[src/rtl/pwf_pkg.sv]
package pwf_pkg;

    localparam int DEF_OPC_W = 8;
    localparam int DEF_ADR_W = 12;

    // Number of instructions packed into one memory word.
    localparam int SLOTS_PER_WORD = 2;

    typedef enum logic [2:0] {
        ST_PICK  = 3'd0,   // choose buffered instruction or start a read
        ST_READ  = 3'd1,   // strobe the memory
        ST_WAIT  = 3'd2,   // capture the returned word
        ST_SPLIT = 3'd3,   // pick a half of the captured word
        ST_ISSUE = 3'd4    // offer the instruction to execute
    } fetch_state_e;

    // Slot index of each half inside the word, slot 1 being the upper half.
    typedef enum logic {
        SLOT_RIGHT = 1'b0,
        SLOT_LEFT  = 1'b1
    } slot_e;

    function automatic logic state_is(input fetch_state_e cur, input fetch_state_e want);
        return cur == want;
    endfunction

endpackage

[src/rtl/pwf_pc_reg.sv]
module pwf_pc_reg #(
    parameter int ADR_W = 12
) (
    input  logic             clk,
    input  logic             rst,
    input  logic             load_en,
    input  logic [ADR_W-1:0] load_val,
    input  logic             step_en,
    output logic [ADR_W-1:0] pc
);
    localparam logic [ADR_W-1:0] STEP = ADR_W'(1);

    always_ff @(posedge clk) begin
        if (rst) begin
            pc <= '0;
        end else if (load_en) begin
            pc <= load_val;
        end else if (step_en) begin
            pc <= pc + STEP;
        end
    end
endmodule

[src/rtl/pwf_ibuf.sv]
module pwf_ibuf #(
    parameter int INSN_W = 20
) (
    input  logic              clk,
    input  logic              rst,
    input  logic              fill_en,
    input  logic [INSN_W-1:0] fill_val,
    input  logic              drop_en,
    output logic              held,
    output logic [INSN_W-1:0] insn
);
    always_ff @(posedge clk) begin
        if (rst) begin
            held <= 1'b0;
            insn <= '0;
        end else if (drop_en) begin
            held <= 1'b0;
        end else if (fill_en) begin
            held <= 1'b1;
            insn <= fill_val;
        end
    end
endmodule

[src/rtl/pairword_fetch_seq.sv]
module pairword_fetch_seq
    import pwf_pkg::*;
#(
    parameter int OPC_W = DEF_OPC_W,
    parameter int ADR_W = DEF_ADR_W
) (
    input  logic             clk,
    input  logic             rst,
    output logic [ADR_W-1:0] mem_addr,
    output logic             mem_rd,
    input  logic [2*(OPC_W+ADR_W)-1:0] mem_rdata,
    input  logic             redir_valid,
    input  logic [ADR_W-1:0] redir_target,
    input  logic             redir_right,
    output logic             out_valid,
    input  logic             out_ready,
    output logic [OPC_W-1:0] out_opcode,
    output logic [ADR_W-1:0] out_addr
);
    localparam int INSN_W = OPC_W + ADR_W;
    localparam int WORD_W = SLOTS_PER_WORD * INSN_W;

    fetch_state_e state;
    logic              take_right;
    logic [OPC_W-1:0]  ir;
    logic [ADR_W-1:0]  mar;
    logic [WORD_W-1:0] mbr;

    logic [ADR_W-1:0]  pc;
    logic              buf_held;
    logic [INSN_W-1:0] buf_insn;

    // Split the captured word into its instruction slots.
    logic [INSN_W-1:0] slot [SLOTS_PER_WORD];
    for (genvar s = 0; s < SLOTS_PER_WORD; s++) begin : g_slot
        assign slot[s] = mbr[s*INSN_W +: INSN_W];
    end

    logic [INSN_W-1:0] left_insn;
    logic [INSN_W-1:0] right_insn;
    assign left_insn  = slot[SLOT_LEFT];
    assign right_insn = slot[SLOT_RIGHT];

    logic in_pick, in_split;
    assign in_pick  = state_is(state, ST_PICK);
    assign in_split = state_is(state, ST_SPLIT);

    logic pc_step, buf_fill, buf_drop;
    assign pc_step  = !redir_valid && ((in_pick && buf_held) || (in_split && take_right));
    assign buf_fill = !redir_valid && in_split && !take_right;
    assign buf_drop = redir_valid || (in_pick && buf_held);

    pwf_pc_reg #(.ADR_W(ADR_W)) u_pc (
        .clk      (clk),
        .rst      (rst),
        .load_en  (redir_valid),
        .load_val (redir_target),
        .step_en  (pc_step),
        .pc       (pc)
    );

    pwf_ibuf #(.INSN_W(INSN_W)) u_ibuf (
        .clk      (clk),
        .rst      (rst),
        .fill_en  (buf_fill),
        .fill_val (right_insn),
        .drop_en  (buf_drop),
        .held     (buf_held),
        .insn     (buf_insn)
    );

    always_ff @(posedge clk) begin
        if (rst) begin
            state      <= ST_PICK;
            take_right <= 1'b0;
            ir         <= '0;
            mar        <= '0;
            mbr        <= '0;
        end else if (redir_valid) begin
            state      <= ST_PICK;
            take_right <= redir_right;
        end else begin
            unique case (state)
                ST_PICK: begin
                    if (buf_held) begin
                        ir    <= buf_insn[INSN_W-1 -: OPC_W];
                        mar   <= buf_insn[ADR_W-1:0];
                        state <= ST_ISSUE;
                    end else begin
                        mar   <= pc;
                        state <= ST_READ;
                    end
                end
                ST_READ: begin
                    state <= ST_WAIT;
                end
                ST_WAIT: begin
                    mbr   <= mem_rdata;
                    state <= ST_SPLIT;
                end
                ST_SPLIT: begin
                    if (take_right) begin
                        ir         <= right_insn[INSN_W-1 -: OPC_W];
                        mar        <= right_insn[ADR_W-1:0];
                        take_right <= 1'b0;
                    end else begin
                        ir  <= left_insn[INSN_W-1 -: OPC_W];
                        mar <= left_insn[ADR_W-1:0];
                    end
                    state <= ST_ISSUE;
                end
                ST_ISSUE: begin
                    if (out_ready) begin
                        state <= ST_PICK;
                    end
                end
                default: begin
                    state <= ST_PICK;
                end
            endcase
        end
    end

    assign mem_addr   = mar;
    assign mem_rd     = state_is(state, ST_READ);
    assign out_valid  = state_is(state, ST_ISSUE);
    assign out_opcode = ir;
    assign out_addr   = mar;

endmodule

[config.mk]
export PLATFORM = sky130hd
export DESIGN_NAME = pairword_fetch_seq
export DESIGN_NICKNAME = d
export VERILOG_FILES = /design/src/rtl/pwf_pkg.sv /design/src/rtl/pwf_pc_reg.sv /design/src/rtl/pwf_ibuf.sv /design/src/rtl/pairword_fetch_seq.sv
export SDC_FILE = /design/constraint.sdc
export NUM_CORES = 1
export LEC_CHECK = 0
export BUFFER_PORTS_ARGS = -buffer_cell sky130_fd_sc_hd__buf_2
export CORE_UTILIZATION = 54
export CTS_CLUSTER_SIZE = 16
export DETAILED_ROUTE_END_ITERATION = 8
export PLACE_DENSITY = 0.8
export REMOVE_ABC_BUFFERS = 1
export SYNTH_ARGS = -nofsm -noshare
export SYNTH_HDL_FRONTEND = slang
export SYNTH_SLANG_ARGS = --single-unit
[constraint.sdc]
create_clock -name clk -period 2.85 [get_ports clk]
set_input_delay 0.57 -clock clk [delete_from_list [all_inputs] [get_ports clk]]
set_output_delay 0.57 -clock clk [all_outputs]
set_load 0.005 [all_outputs]
== Word-level counts from Yosys, hierarchy flattened ==
Cells that the tools add are included.

* Eq/ne operators: 6
* Multiplexer cells: 13
* $add $sub $neg: 1
* Reduce and logical (&&, ||, !) cells: 19
* Bitwise gates (word level): 2

{| class="wikitable"
|+ Operators with widths
! operator !! count
|-
| two-way mux 12 bit || 4
|-
| one-hot mux 12 bit (2 select lines) || 1
|-
| two-way mux 8 bit || 2
|-
| one-hot mux 8 bit (2 select lines) || 1
|-
| one-hot mux 3 bit (5 select lines) || 1
|-
| adder 12 x 1 -> 12 bit (second input constant) || 1
|-
| equality test 3 x 2 -> 1 bit (second input constant) || 2
|-
| two-way mux 3 bit || 2
|-
| AND reduction 2 bit || 3
|-
| nonzero test 2 bit || 3
|-
| logical AND 1 bit || 5
|-
| != test 2 x 1 -> 1 bit (second input constant) || 2
|-
| OR reduction 2 bit || 2
|-
| equality test 3 x 1 -> 1 bit (second input constant) || 1
|-
| equality test 3 bit (second input constant) || 1
|-
| logical NOT 3 bit || 1
|-
| AND reduction 3 bit || 1
|-
| logical NOT 1 bit || 2
|-
| logical OR 1 bit || 2
|-
| two-way mux 1 bit || 2
|-
| inverter 1 bit || 2
|}

* Register bits after elaboration: 97
* Word-level logic and storage cells: 49
* Output and inout port bits: 34

== Longest topological paths before layout ==
* Depth in word-level cells: 6
* Mapped depth: 7

== Cells and area by module ==
A second synthesis with hierarchy kept.

* Cells, all modules: 532
* Area, all modules: 4543.1 um^2

{| class="wikitable"
|+ By module, submodules not included
! module !! instances !! cells an instance !! area an instance (um^2)
|-
| pairword_fetch_seq || 1 || 356 || 2882.8
|-
| pwf_ibuf || 1 || 94 || 974.7
|-
| pwf_pc_reg || 1 || 82 || 685.7
|}

== Worst setup path after synthesis ==
No wires, ideal clock.

* Path type: register to register
* Start: register state[1]
* End: register u_pc.pc[11]
* Buffers on the path: 2
* Data required time: 2759 ps
* Data arrival time: 2040 ps
* Slack: 719 ps
* Stages on the path, launching flop included: 7
* Cell sequence: dfxtp_1 > buf_6 > or4b_1 > buf_2 > a2111o_1 > or3_1 > a311oi_1

* Longest elaborated chain between the ends: 5
* Elaborated cells on any way between the ends: 7
* Classes of those cells: 1 x eq/ne; 6 x reduce/logical

{| class="wikitable"
|+ Ends and longest elaborated chain
! item !! RTL line !! source
|-
| start, declared || pairword_fetch_seq.sv:23 || <nowiki>fetch_state_e state;</nowiki>
|-
| start signal, assigned || pairword_fetch_seq.sv:74 || <nowiki>state <= ST_PICK;</nowiki>
|-
| start signal, assigned || pairword_fetch_seq.sv:80 || <nowiki>state <= ST_PICK;</nowiki>
|-
| start signal, assigned || pairword_fetch_seq.sv:88 || <nowiki>state <= ST_ISSUE;</nowiki>
|-
| equality test 3 x 2 -> 1 bit or logical NOT 3 bit (tied branches) || pwf_pkg.sv:24 || <nowiki>return cur == want;</nowiki>
|-
| logical AND 1 bit || pairword_fetch_seq.sv:49 || <nowiki>assign pc_step = !redir_valid && ((in_pick && buf_held) || (in_split && take_right));</nowiki>
|-
| logical OR 1 bit * || pairword_fetch_seq.sv:49 ||
|-
| logical AND 1 bit * || pairword_fetch_seq.sv:49 ||
|-
| nonzero test 2 bit (no source line) * || -- ||
|-
| end signal, assigned || pwf_pc_reg.sv:17 || <nowiki>pc <= load_val;</nowiki>
|-
| end signal, assigned || pwf_pc_reg.sv:19 || <nowiki>pc <= pc + STEP;</nowiki>
|-
| end, declared || pwf_pc_reg.sv:9 || <nowiki>output logic [ADR_W-1:0] pc</nowiki>
|}

Every way passes the cells marked *; elsewhere a longest branch is shown, timed or not.
A chain may end at the register's enable or synchronous reset.

== Final worst setup path ==
* Start: register state[2]
* End: register u_pc.pc[11]

The elaborated chain is that of the path after synthesis.

==> metrics.yaml <==
floorplan:
  die_area_um2: 8260
  core_um2: 7690
  ios: 91
  start_util_pct: 55.5
  die_x_um: 90.9
  die_h_um: 90.9
  rows: 32
synth:
  async_reset_ff_share_pct: 0
  synth.largest_area_cell: "dfxtp_1"
  ys_types: 41
  ys_seq_area_share_pct: 45.5
  ys_top_cells_by_area: "dfxtp_1 (46%), nand2_1 (14%), a21oi_1 (10%)"
  synth_top_cell_area_share_pct: 45.5
  syn_inst: 536
  synth_ff_type: "dfxtp_1"
  synth_edf_count: 0
  ys_ff_latch: 97
  synth.avg_cell_area_um2: 7.96
  syn_area_um2: 4270
  yosysWarnings: 0
sta:
  min_period_ns: 2.35
  setup_tns_ns: 0
  min_period_over_period_pct: 82.4
  setup_viol_count_final: 0
  relSlewSlack_pct: 41.6
  rsz0062_at_grt: "false"
  hold_viol_final: 0
  drv_slew: 0
  setup_ws_ns: 0.502
  tightest_slew_ns: 0.873
  hold_slack_ns: 0.432
  skew_ns: 0.00712
  clock.fmax_mhz: 426
setup_path:
  criticalPathCategory: "reg2reg"
  crit_required_ns: 3.13
  crit_path_end_kind: "register"
  path_max_fanout: 13
  critPathMaxStageDelay_ns: 0.71
  critPathSlowestCell: "or4b_1"
  worstPathArrival_ns: 2.63
  path_cells: "or4b_1, a2111o_1, or3_1, a311oi_1"
  startpoint_type: "register"
final_layout:
  syn_to_final_growth_pct: 14.0
  diodes: 0
  final_area_um2: 4860
  fill_cells: 730
  drive_gt1_share_pct: 20.0
  nets: 650
placed_design:
  placed_cell_area_um2: 4680
  dp_slack_ns: 0.534
  portBuffers: 90
  gp_congestion: 0.830
  dp_hpwl_mm: 6.37
global_routing:
  antenna_found_initial: 0
  grt-ovfl-total: 0
  grt_max_degree: 41
  grt.total_usage_pct: 24.9
  first_global_vias: 3552
  grt_pass1_wl_mm: 16.3
drt:
  antenna_left: 0
  dr.pass1.iters: 5
  wl_per_cell_um: 13.9
  wl_mm: 9.70
  post-route-drc-count: 0
  drt_iter0_drc: 115
  vias: 3791
  via_per_inst: 5.43
clock_tree:
  cts-resized-gates: 0
  cts_tree: "yes"
  post_cts_buffers: 0
  clk_pin_slew_ns: 0.09
  cts_hold_buf: 0
  cts_buffers: 9
  ctsRootBufferMaster: "clkbuf_8"
  clock-sinks: 97
  cts_max_level: 3
  clk_latency_ns: 0.37
  cts.path.max_buffers: 2
power:
  total_leakage_power_uw: 0.00177
  pwr_density_cell_nw_per_um2: 505
  vdd_drop_max_mv: 0.337
min_path:
  hp-class: "in2reg"
status:
  status: "finished clean"
flow_run:
  maxCapViolCount: 0
==> registers in the layout, indices dropped and copies added (netlist names) <==
register	cells
mbr	40
mem_addr	12
out_opcode	8
state	3
take_right	1
u_ibuf.held	1
u_ibuf.insn	20
u_pc.pc	12
==> worst max-delay path: cells and delay by family (launching register included) <==
family / cells / cell delay, ns
AO/OA/AOI/OAI: 2 / 0.77
AND/OR/NAND/NOR: 2 / 1.08
flip-flops: 1 / 0.42
==> synth_stat cells, drive strengths merged, types with 2 or more instances <==
master,instances
dfxtp,97
clkbuf,40
a311oi,4
xnor2,6
nand3,6
and2b,3
nor3,3
o21ai,4
a211o,13
nor3b,2
or4,3
a21oi,87
o211a,2
or3,4
mux2i,20
nand4,2
inv,6
o211ai,8
a211oi,17
nor2b,7
nor4,3
nor2,11
nand2,157
o31a,2
buf,15
==> routing by layer <==
metal	routed length [um]	track usage, %	vias to the layer above
met2	4760	42.5	99
met1	4400	30.3	1754
met4	89	10.3	0
met5	0	0	-
li1	-	-	1930
met3	455	5.47	8
==> kinds of logic (layout without fill, tap and decap cells) <==
kind of cell	after synthesis	count (layout)	share of synthesized area [%]
and+or+nand+nor	207	207	20.8
AOI/OAI and AO/OA	143	143	20.6
DFF	97	97	45.5
xor gates and xnor gates	7	7	1.44
muxes	20	20	4.69
adders and majority gates	1	1	0.293
buffers and inverters	61	121	6.66
==> cell type report <==
class	instances	area, um2	share of cell area [%]
multi-input combinational	378	2050	42.2
sequential	97	1940	39.9
timing repair buffer	100	538	11.1
clock buffer	13	169	3.47
tap	102	128	2.62
inverter	6	22.5	0.463
clock inverter	2	12.5	0.257
==> worst paths after layout <==
path	from	endpoint	slack (ns)	depth (start not counted)
worst max-delay path	state[2]$_SDFFE_PP0P_	u_pc.pc[11]$_SDFFE_PP0P_	0.50	4
worst min-delay path	mem_rdata[14]	mbr[14]$_SDFFE_PP0P_	0.43	3
worst max register to register	state[2]$_SDFFE_PP0P_	u_pc.pc[11]$_SDFFE_PP0P_	0.50	4
worst min register to register	mbr[36]$_SDFFE_PP0P_	mbr[36]$_SDFFE_PP0P_	0.46	2
==> power by group <==
part,total [uW],switching [uW],internal (uW)
Combinational,202,110,91.5
Clock,839,455,384
Sequential,1410,29.4,1380
==> per-stage QoR <==
stage,utilization [%],power (uW),instances
after detailed placement,60.9,1650,683
final,63.2,2450,698
after global routing,63.2,2560,698
after global placement,60.9,1640,683
after CTS,63.2,2470,698
after floorplan,-,1530,481
==> cell usage in the layout (no fill, tap or decap), types with 8 or more instances in the layout <==
cell type	n
a211o_1	13
a211oi_1	17
a21oi_1	87
buf_2	90
buf_4	9
clkbuf_8	12
dfxtp_1	97
mux2i_1	20
nand2_1	157
nor2_1	11
o211ai_1	8
Note: power is estimated with default switching activity, not from simulation.
